<file path="config.mk">
export PLATFORM = sky130hd
export DESIGN_NAME = pc_sequencer
export DESIGN_NICKNAME = d
export VERILOG_FILES = /design/src/rtl/pcseq_pkg.sv /design/src/rtl/pcseq_decode.sv /design/src/rtl/pcseq_stack.sv /design/src/rtl/pc_sequencer.sv
export SDC_FILE = /design/constraint.sdc
export NUM_CORES = 1
export LEC_CHECK = 0
export BUFFER_PORTS_ARGS = -buffer_cell sky130_fd_sc_hd__buf_2
export CAP_MARGIN = 20
export CORE_MARGIN = 2
export CORE_UTILIZATION = 55
export DETAILED_ROUTE_END_ITERATION = 10
export PLACE_DENSITY = 0.85
export SLEW_MARGIN = 20
export SYNTH_ARGS = -nofsm -noshare
export SYNTH_HDL_FRONTEND = slang
export SYNTH_SLANG_ARGS = --single-unit
</file>
<file path="constraint.sdc">
create_clock -name clk -period 6.7 [get_ports clk]
set_input_delay 0.67 -clock clk [delete_from_list [all_inputs] [get_ports clk]]
set_output_delay 0.67 -clock clk [all_outputs]
set_load 0.005 [all_outputs]
</file>
<file path="src/rtl/pcseq_pkg.sv">
package pcseq_pkg;
  typedef enum logic [2:0] {
    OP_STALL  = 3'd0,
    OP_BUBBLE = 3'd1,
    OP_INC    = 3'd2,
    OP_JUMP   = 3'd3,
    OP_CALL   = 3'd4,
    OP_RET    = 3'd5,
    OP_IRQ    = 3'd6
  } flow_op_e;

  function automatic logic op_redirects(flow_op_e op);
    return (op == OP_JUMP) || (op == OP_CALL) || (op == OP_RET) || (op == OP_IRQ);
  endfunction
endpackage

</file>
<file path="src/rtl/pcseq_decode.sv">
module pcseq_decode
  import pcseq_pkg::*;
(
  input  logic     step,
  input  logic     in_bubble,
  input  logic     jump,
  input  logic     call,
  input  logic     ret,
  input  logic     irq_ack,
  output flow_op_e op
);
  // Priority: stall, interrupt, bubble, return, call, jump, increment.
  always_comb begin
    if (!step)          op = OP_STALL;
    else if (irq_ack)   op = OP_IRQ;
    else if (in_bubble) op = OP_BUBBLE;
    else if (ret)       op = OP_RET;
    else if (call)      op = OP_CALL;
    else if (jump)      op = OP_JUMP;
    else                op = OP_INC;
  end
endmodule

</file>
<file path="src/rtl/pcseq_stack.sv">
module pcseq_stack #(
  parameter int W     = 13,
  parameter int DEPTH = 8,
  localparam int SP_W = $clog2(DEPTH)
) (
  input  logic            clk,
  input  logic            rst,
  input  logic            push,
  input  logic            pop,
  input  logic [W-1:0]    push_val,
  output logic [W-1:0]    top_val,
  output logic [SP_W-1:0] sp
);
  logic [W-1:0]    ent [DEPTH];
  logic [SP_W-1:0] sp_q;
  logic [SP_W-1:0] top_idx;

  // DEPTH is a power of two, so the pointer wraps by plain overflow.
  assign top_idx = sp_q - SP_W'(1);
  assign top_val = ent[top_idx];
  assign sp      = sp_q;

  always_ff @(posedge clk) begin
    if (rst)       sp_q <= '0;
    else if (push) sp_q <= sp_q + SP_W'(1);
    else if (pop)  sp_q <= top_idx;
  end

  for (genvar i = 0; i < DEPTH; i++) begin : g_ent
    always_ff @(posedge clk) begin
      if (rst)                                ent[i] <= '0;
      else if (push && (sp_q == SP_W'(i)))    ent[i] <= push_val;
    end
  end
endmodule

</file>
<file path="src/rtl/pc_sequencer.sv">
module pc_sequencer
  import pcseq_pkg::*;
#(
  parameter int ADDR_W  = 13,
  parameter int IMPL_W  = 10,
  parameter int DEPTH   = 8,
  parameter int RST_VEC = 0,
  parameter int IRQ_VEC = 4,
  localparam int SP_W   = $clog2(DEPTH)
) (
  input  logic              clk,
  input  logic              rst,
  input  logic              step,
  input  logic              jump,
  input  logic              call,
  input  logic              ret,
  input  logic              irq_ack,
  input  logic [ADDR_W-1:0] target,
  output logic [IMPL_W-1:0] fetch_addr,
  output logic [SP_W-1:0]   stk_ptr,
  output logic              flush
);
  flow_op_e          op;
  logic [ADDR_W-1:0] pc_q, pc_d, pc_inc, stk_top, push_val;
  logic              flush_q, flush_d;
  logic              push, pop;

  pcseq_decode u_dec (
    .step      (step),
    .in_bubble (flush_q),
    .jump      (jump),
    .call      (call),
    .ret       (ret),
    .irq_ack   (irq_ack),
    .op        (op)
  );

  assign pc_inc   = pc_q + ADDR_W'(1);
  assign push     = (op == OP_CALL) || (op == OP_IRQ);
  assign pop      = (op == OP_RET);
  assign push_val = (op == OP_IRQ) ? pc_q : pc_inc;

  pcseq_stack #(.W(ADDR_W), .DEPTH(DEPTH)) u_stk (
    .clk      (clk),
    .rst      (rst),
    .push     (push),
    .pop      (pop),
    .push_val (push_val),
    .top_val  (stk_top),
    .sp       (stk_ptr)
  );

  always_comb begin
    unique case (op)
      OP_INC:           pc_d = pc_inc;
      OP_JUMP, OP_CALL: pc_d = target;
      OP_RET:           pc_d = stk_top;
      OP_IRQ:           pc_d = ADDR_W'(IRQ_VEC);
      default:          pc_d = pc_q;
    endcase
  end

  always_comb begin
    if (op == OP_STALL) flush_d = flush_q;
    else                flush_d = op_redirects(op);
  end

  always_ff @(posedge clk) begin
    if (rst) begin
      pc_q    <= ADDR_W'(RST_VEC);
      flush_q <= 1'b0;
    end else begin
      pc_q    <= pc_d;
      flush_q <= flush_d;
    end
  end

  assign fetch_addr = pc_q[IMPL_W-1:0];
  assign flush      = flush_q;
endmodule

</file>
==> flow_summary.ini, run 1 <==
[route]
drt_pass1_iterations = 5
via_count = 3261
final_antenna_net_count = 0
drt_iter0_drc = 406
wl_per_cell_um = 21.1
wl_um = 10700
drc = 0
drt-vias-per-instance = 6.41

[pwr]
p_comb_frac = 0.160
p_switching_uw = 356
p_seq_frac = 0.549
p_int_uw = 886
power_mw = 1.24
p_sw_frac = 0.286
leakagePower_nw = 1.76
clkPwrFrac = 0.291
power_density_mw_per_mm2 = 247
peakVddDrop_uv = 176

[place]
port_buffers = 30
post-place-ws_ns = 3.38
gp_congestion = 0.829
placed_cell_area_sq_mm = 0.00484
hpwl_um = 7170

[synth]
async_reset_ff_frac = 0
syn_area_sq_mm = 0.00462
synth_fp_nets = 402
synth_seq_cells = 94
ys_seq_area_frac = 0.581
ys.warnings.count = 0
yosys_most_used_dff = edfxtp_1
synth_cells = 374
synth_cell_types = 52
synth_edf_count = 80
syn_avg_cell_area_sq_um = 12.3

[floorplanning]
io_pins = 34
start_util = 0.565
die_w_um = 95.6
die_h_um = 95.6
core_sq_mm = 0.00818
num_rows = 33
die-area_sq_mm = 0.00915

[clocking]
cts_tree = built
cts_buffer_depth = 2
clkLatencyLatePin_ns = 0.37
cts_hold_buffers = 0
post_cts_buffers = 0
cts-htree-levels = 3
clock-sinks = 94
cts_buffers = 9
clk_pin_slew_ns = 0.10
root_buffer = clkbuf_8
post_cts_resize_count = 0

[worst_setup_path]
path_max_fanout = 24
worst_path_largest_cell_delay_ns = 1.00
cpMaxStageDelayCell = ha_1
arrival_ns = 3.58
cp.required_ns = 6.94
path_class = reg2reg
critical_path.top_delay_family = adder cells
cp_num_buf_inv = 2
startpoint_type = flop
crit_path_end_kind = flop
crit_chain = buf_4, inv_1, ha_1, mux4_2, and3_1, a2111oi_0, a2111oi_1

[timing]
max_clock_freq_mhz = 300
relSlewSlack = 0.333
setup_viol = 0
fin_ws_ns = 3.36
maxSlewViolCount = 0
worst_pin_slew_ns = 1.00
post-route-min-period_ns = 3.34
timing.final.hold_violations = 0
setup_tns_ns = 0
rsz0062_at_grt = false
fin_crit_sh = 0.498
clock_skew_ns = 0.0102

[min_path]
hp-class = reg2reg

[grt]
antenna_found_initial = 0
grt_pass1_vias = 3081
grt_pass1_wl_um = 16300
grt_overflow_total = 0
grt_max_degree = 25
globalRouteTotalUtil = 0.250

[cells_and_area]
drive_above_1_share = 0.198
antennaDiodeCount = 0
area_growth_pct = 8.83
nets = 427
stdcell_area_sq_mm = 0.00503

[flow_run]
maxCapViolations = 0

[outcome]
status = complete, no violations
==> power groups by stage <==
stage	Clock, mW	Sequential, mW	Combinational (mW)
after CTS	0.366	0.681	0.197
after global routing	0.389	0.684	0.213
after global placement	0	0.691	0.190
final	0.362	0.681	0.199
after floorplan	0	0.689	0.138
after detailed placement	0	0.694	0.195
==> metal layers <==
layer	global-route usage	part of all wire
met3	0.0585	0.092
met2	0.400	0.49
met5	0	0
met1	0.340	0.40
met4	0.0833	0.017
==> synth_stat cells, types with 2 or more instances <==
cell type | n | area [sq um]
a2111oi_0 | 3 | 26.3
a2111oi_1 | 4 | 40.0
a211oi_1 | 3 | 22.5
a21o_1 | 3 | 22.5
a21oi_1 | 7 | 35.0
a221oi_1 | 3 | 26.3
a31oi_1 | 2 | 12.5
and2_1 | 3 | 18.8
and3_1 | 9 | 56.3
buf_2 | 5 | 25.0
clkbuf_1 | 11 | 41.3
dfxtp_1 | 14 | 280
edfxtp_1 | 80 | 2400
ha_1 | 8 | 100
inv_1 | 8 | 30.0
mux2_2 | 5 | 56.3
mux2i_1 | 2 | 20.0
mux4_2 | 20 | 450
nand2_1 | 16 | 60.1
nand2b_1 | 2 | 12.5
nand3_1 | 11 | 55.1
nand4_1 | 8 | 50.1
nor2_1 | 92 | 345
nor3_1 | 6 | 30.0
nor3b_1 | 2 | 15.0
nor4_1 | 5 | 31.3
o21ai_0 | 7 | 35.0
xnor2_1 | 11 | 96.3
==> flip-flops by register name, summed over array words and instances (netlist names) <==
register	flops
pc_q	10
flush	1
u_stk.ent	80
u_stk.sp	3
==> placed cells by master (no fill, tap or decap), drive strengths merged, types with 9 or more instances in the layout <==
master  Yosys  final
buf         7     32
nand3      11     11
edfxtp     80     80
xnor2      11     11
nand2      16     16
and3        9      9
nor2       92     92
clkbuf     11      9
inv         8     12
mux4       20     20
dfxtp      14     14
==> metrics by stage <==
step           cells  hold slack [ns]  utilization
3_5_place_dp     493            0.517        0.592
2_1_floorplan    374            0.494            -
5_1_grt          509            0.543        0.615
4_1_cts          509            0.532        0.615
6_report         509            0.532        0.615
3_3_place_gp     493            0.503        0.592
==> cell type report <==
| cell class | count | area (sq um) |
|---|---|---|
| clock buffer | 9 | 124 |
| clock inverter | 7 | 62.6 |
| fill | 619 | 3150 |
| inverter | 9 | 33.8 |
| multi-input combinational | 253 | 1830 |
| sequential | 94 | 2680 |
| tap | 105 | 131 |
| timing repair buffer | 32 | 165 |
==> cell families (layout without fill, tap and decap cells) <==
logic type | Yosys count | in the layout | synth area share
simple gates | 160 | 160 | 0.159
xor+xnor | 13 | 13 | 0.0263
flops | 94 | 94 | 0.581
fa+ha+maj | 8 | 8 | 0.0217
mux | 27 | 27 | 0.114
compound gates | 45 | 45 | 0.0732
buf+inv | 27 | 57 | 0.0249
==> tightest hold or removal path: cells and delay by family (launching register included) <==
kind                   cells  cell delay [ns]
buffers and inverters      1             0.06
DFF                        1             0.36
AOI/OAI and AO/OA          1             0.07
==> final timing paths <==
path / startpoint / end / slack [ns] / cells past startpoint
min: pc_q[8]$_SDFFE_PP0P_ / pc_q[8]$_SDFFE_PP0P_ / 0.53 / 2
max: u_stk.sp[0]$_SDFFE_PP0P_ / pc_q[8]$_SDFFE_PP0P_ / 3.36 / 7
min reg2reg: pc_q[8]$_SDFFE_PP0P_ / pc_q[8]$_SDFFE_PP0P_ / 0.53 / 2
max reg2reg: u_stk.sp[0]$_SDFFE_PP0P_ / pc_q[8]$_SDFFE_PP0P_ / 3.36 / 7
Power figures use the tool's default switching activity.
==> run 2: changes to the inputs <==
==> constraint.sdc (replaced) <==
create_clock -name clk -period 3.1 [get_ports clk]
set_input_delay 0.31 -clock clk [delete_from_list [all_inputs] [get_ports clk]]
set_output_delay 0.31 -clock clk [all_outputs]
set_load 0.005 [all_outputs]
==> run 2 against run 1 <==
Effect of this change:
- clock skew grew 0.0013 ns
- setup slack worse by 2.7 ns
- non-clock buffer count up 1
- largest cell class unchanged
==> flow_summary.ini, run 2 (same netlist as run 1, synthesis figures left out) <==
[outcome]
status = complete, no violations

[cells_and_area]
final_cell_mix = nor2_1, edfxtp_1, buf_2
top_register = u_stk.ent
fillers = 625
antennaDiodeCount = 0
largest_reg_flops = 80
multi_input_area_sq_mm = 0.00183
nets = 428
ff_latch_area_sq_mm = 0.00268
area_growth_pct = 10.4
drive_above_1_share = 0.200
stdcell_area_sq_mm = 0.00510
finalNonFillerCells = 510
final_util = 0.624
mostFrequentLayoutCell = nor2_1

[timing]
post-route-min-period_ns = 2.41
timing.final.hold_violations = 0
fin_ws_ns = 0.691
maxSlewViolCount = 0
setup_tns_ns = 0
rsz0062_at_grt = false
fin_hold_ws_ns = 0.222
fin_crit_sh = 0.777
setup_viol = 0
worst_pin_slew_ns = 0.965
relSlewSlack = 0.352
clock_skew_ns = 0.0115
max_clock_freq_mhz = 415

[clocking]
clkLatencyLatePin_ns = 0.37
post_cts_buffers = 0
clock-sinks = 94
cts_tree = built
cts-htree-levels = 3
cts_buffer_depth = 2
cts_buffers = 9
post_cts_resize_count = 0
cts_hold_buffers = 0
root_buffer = clkbuf_8
clk_pin_slew_ns = 0.10

[min_path]
worstHoldStart = target[1]
hold_end = pc_q[1]$_SDFFE_PP0P_
min_path_cells = 3
hp-class = in2reg

[pwr]
leakagePower_nw = 1.80
power_density_mw_per_mm2 = 569
peakVddDrop_uv = 397
power_mw = 2.90

[worst_setup_path]
cp.depth = 7
crit_chain = inv_1, ha_1, buf_4, mux4_2, and3_1, a2111oi_0, a2111oi_1
critical_path.top_delay_family = compound AO/OA/AOI/OAI gates
ff2ff_setup_slack_ns = 0.69
r2r-end = pc_q[6]$_SDFFE_PP0P_
path_max_fanout = 22
arrival_ns = 2.64
startpoint_type = flop
cp.required_ns = 3.34
cpMaxStageDelayCell = a2111oi_0
rr_worst_depth = 7
crit_path_end_kind = flop
worst_path_largest_cell_delay_ns = 0.49
path_class = reg2reg
regToRegStartpoint = u_stk.sp[1]$_SDFFE_PP0P_
cp_num_buf_inv = 2

[floorplanning]
die_w_um = 95.6
die_h_um = 95.6
start_util = 0.565
core_sq_mm = 0.00818
num_rows = 33
die-area_sq_mm = 0.00915
io_pins = 34

[place]
port_buffers = 30
placed_cell_area_sq_mm = 0.00485
dp.cells = 494
hpwl_um = 7180
post-place-ws_ns = 0.718
gp_congestion = 0.831

[route]
final_antenna_net_count = 0
topRoutingLayerUsed = met4
drc = 0
wl_met3_um = 821
via_count = 3266
drt_pass1_iterations = 5
m1WireLength_um = 4080
wl_um = 10600
drt-vias-per-instance = 6.40
wl_met2_um = 5470
wl_per_cell_um = 20.8
drt_iter0_drc = 300

[grt]
grt_pass1_wl_um = 16400
grt_max_degree = 24
globalRouteTotalUtil = 0.247
grt_pass1_vias = 3127
grt_overflow_total = 0
antenna_found_initial = 0

[flow_run]
maxCapViolations = 0
## run 2: changes by cell type in the layout (fill, tap and decap cells not counted)
cell        before  now
clkinvlp_4       1    0
inv_6            3    2
clkinv_4         2    1
bufinv_16        0    3
buf_4            2    3
## run 2: metal layers
metal | up-vias | global-route usage
met5 | - | 0
met2 | 164 | 0.409
met1 | 1616 | 0.327
met3 | 26 | 0.0514
met4 | 0 | 0.0821
li1 | 1460 | -
## run 2: where the power goes
group          internal [mW]  switching, mW  total, mW
clock network          0.548          0.459       1.01
registers               1.43         0.0404       1.47
logic                  0.173          0.250      0.423
## run 2: tightest hold or removal path, cell delays in order
cell and delay [ns]:
buf_2 0.09, a32oi_1 0.05, a21oi_1 0.11
## run 2: worst max path at each step
stage	slack (ns)	from	end
6_report	0.69	u_stk.sp[1]$_SDFFE_PP0P_	pc_q[6]$_SDFFE_PP0P_
4_1_cts	0.71	u_stk.sp[1]$_SDFFE_PP0P_	pc_q[6]$_SDFFE_PP0P_
2_1_floorplan	0.36	u_stk.sp[0]$_SDFFE_PP0P_	pc_q[2]$_SDFFE_PP0P_
5_1_grt	0.48	u_stk.sp[1]$_SDFFE_PP0P_	pc_q[6]$_SDFFE_PP0P_
3_3_place_gp	0.80	u_stk.sp[1]$_SDFFE_PP0P_	pc_q[6]$_SDFFE_PP0P_
3_5_place_dp	0.72	u_stk.sp[1]$_SDFFE_PP0P_	pc_q[6]$_SDFFE_PP0P_
## run 2: layout make-up
class | instances | share of cell area
Timing Repair Buffer | 33 | 0.0339
Sequential cell | 94 | 0.526
Clock inverter | 7 | 0.0250
Multi-Input combinational cell | 253 | 0.358
Inverter | 9 | 0.00663
Clock buffer | 9 | 0.0243
Tap cell | 105 | 0.0258
==> run 3: changes to the inputs <==
--- a/config.mk
+++ b/config.mk
@@ -8,9 +8,9 @@
 export BUFFER_PORTS_ARGS = -buffer_cell sky130_fd_sc_hd__buf_2
 export CAP_MARGIN = 20
 export CORE_MARGIN = 2
-export CORE_UTILIZATION = 55
+export CORE_UTILIZATION = 54
 export DETAILED_ROUTE_END_ITERATION = 10
-export PLACE_DENSITY = 0.85
+export PLACE_DENSITY = 0.87
 export SLEW_MARGIN = 20
 export SYNTH_ARGS = -nofsm -noshare
 export SYNTH_HDL_FRONTEND = slang
==> constraint.sdc (replaced) <==
create_clock -name clk -period 2.1 [get_ports clk]
set_input_delay 0.21 -clock clk [delete_from_list [all_inputs] [get_ports clk]]
set_output_delay 0.21 -clock clk [all_outputs]
set_load 0.005 [all_outputs]
==> run 3 against run 2 <==
Effect of this change:
- sequential share of layout area shrank 3.3 points
- non-clock buffer count grew 39
- register-to-register slack lost 0.67 ns
- sequential power grew 48%
- clock power grew 24%
- power grew 46%
- via count grew 7.1%
- cell count grew 7.6%
- setup slack lost 0.67 ns
- wire length grew 11%
- die area grew 1.8%
- sequential cell count is the same
- critical endpoint is now pc_q[2]$_SDFFE_PP0P_
- largest cell class unchanged
- largest power group unchanged
- highest routed layer unchanged
==> flow_summary.ini, run 3 (same netlist as run 1, synthesis figures left out) <==
[grt]
grt_max_degree = 22
grt_overflow_total = 0
gr-usage-met1 = 0.322
globalRouteTotalUtil = 0.251
grt_util_met3 = 0.0489
antenna_found_initial = 0
grt_pass1_wl_um = 16700
gr-max-usage-layer = met2
grt_use_met2 = 0.426
grt_pass1_vias = 3123

[worst_setup_path]
cp_num_buf_inv = 2
arrival_ns = 2.34
cpMaxStageDelayCell = dfxtp_4
startpoint_type = flop
crit_path_end_kind = flop
critical_path.top_delay_family = multiplexers
crit_chain = inv_4, ha_4, buf_8, mux4_2, mux2_4, a2111oi_4, nor3_1
path_max_fanout = 8
worst_path_largest_cell_delay_ns = 0.39
path_class = reg2reg
cp.required_ns = 2.36

[route]
wl_um = 11800
drc = 0
final_antenna_net_count = 0
drt_iter0_drc = 422
drt_pass1_iterations = 5
drt-vias-per-instance = 6.37
via_count = 3499
wl_per_cell_um = 21.5

[floorplanning]
io_pins = 34
num_rows = 33
start_util = 0.559
die_h_um = 96.5
die_w_um = 96.5
die-area_sq_mm = 0.00931
core_sq_mm = 0.00826

[timing]
timing.final.hold_violations = 0
post-route-min-period_ns = 2.08
fin_hold_ws_ns = 0.170
max_clock_freq_mhz = 481
setup_tns_ns = 0
clock_skew_ns = 0.0168
relSlewSlack = 0.404
setup_viol = 0
worst_pin_slew_ns = 0.887
maxSlewViolCount = 0
fin_crit_sh = 0.990

[place]
placed_cell_area_sq_mm = 0.00512
port_buffers = 30
gp_congestion = 0.793
hpwl_um = 7370

[cells_and_area]
stdcell_area_sq_mm = 0.00545
fillers = 577
drive_above_1_share = 0.291
final_util = 0.660
nets = 467
largest_reg_flops = 80
top_register = u_stk.ent
mostFrequentLayoutCell = nor2_1
multi_input_area_sq_mm = 0.00191
final_cell_mix = nor2_1, edfxtp_1, buf_4
antennaDiodeCount = 0
ff_latch_area_sq_mm = 0.00269
area_growth_pct = 17.9

[flow_run]
maxCapViolations = 0

[clocking]
cts_tree = built
root_buffer = clkbuf_8
clk_pin_slew_ns = 0.10
clock-sinks = 94
clkLatencyLatePin_ns = 0.36
cts_hold_buffers = 0
cts_buffer_depth = 2
cts-htree-levels = 3
cts_buffers = 9

[pwr]
power_density_mw_per_mm2 = 779
leakagePower_nw = 1.98
peakVddDrop_uv = 382

[outcome]
status = complete, no violations

[min_path]
hp-class = in2reg
[run 3: through the flow]
| step | instances | setup slack, ns | total power, mW |
|---|---|---|---|
| finish | 549 | 0.0213 | 4.24 |
| global route | 549 | -0.0248 | 4.37 |
| CTS | 544 | 0.0149 | 4.17 |
| detailed placement | 525 | -0.00344 | 2.92 |
| global placement | 525 | 0.0441 | 2.89 |
| floorplan | 374 | 0.0161 | 2.67 |
[run 3: metal layers]
metal  share of wire  vias up
met4           0.031        0
met5               0        -
met1            0.37     1705
met3           0.089       33
met2            0.51      229
li1                -     1532
[run 3: area by class of cell]
cell class | instances | share of cell area
Inverter | 9 | 0.00666
Tap cell | 105 | 0.0241
Clock buffer | 13 | 0.0292
Sequential cell | 94 | 0.493
Multi-Input combinational cell | 253 | 0.350
Timing Repair Buffer | 72 | 0.0891
Clock inverter | 3 | 0.00781
[run 3: worst paths after layout]
kind                       startpoint                   end  slack (ns)  cells past startpoint
max          u_stk.sp[0]$_SDFFE_PP0P_  pc_q[2]$_SDFFE_PP0P_        0.02                      7
min                         target[1]  pc_q[1]$_SDFFE_PP0P_        0.17                      3
min reg2reg      pc_q[8]$_SDFFE_PP0P_  pc_q[8]$_SDFFE_PP0P_        0.55                      2
max reg2reg  u_stk.sp[0]$_SDFFE_PP0P_  pc_q[2]$_SDFFE_PP0P_        0.02                      7
[run 3: report_power, final]
group	switching [mW]	total [mW]	internal, mW
Sequential	0.0630	2.18	2.12
Combinational	0.426	0.814	0.387
Clock	0.633	1.25	0.616
Total	1.12	4.24	3.12
[run 3: tightest hold or removal path: stages]
cell and delay (ns):
buf_2 0.09, a32oi_1 0.08, a21oi_1 0.12
[run 3: repair_timing]
item | in CTS | in global routing
resized for setup | 0 | 16
buffers inserted | 3 | 5
pin swaps | 1 | 1
gates cloned | 0 | 0
endpoints found under the setup margin | 1 | 44
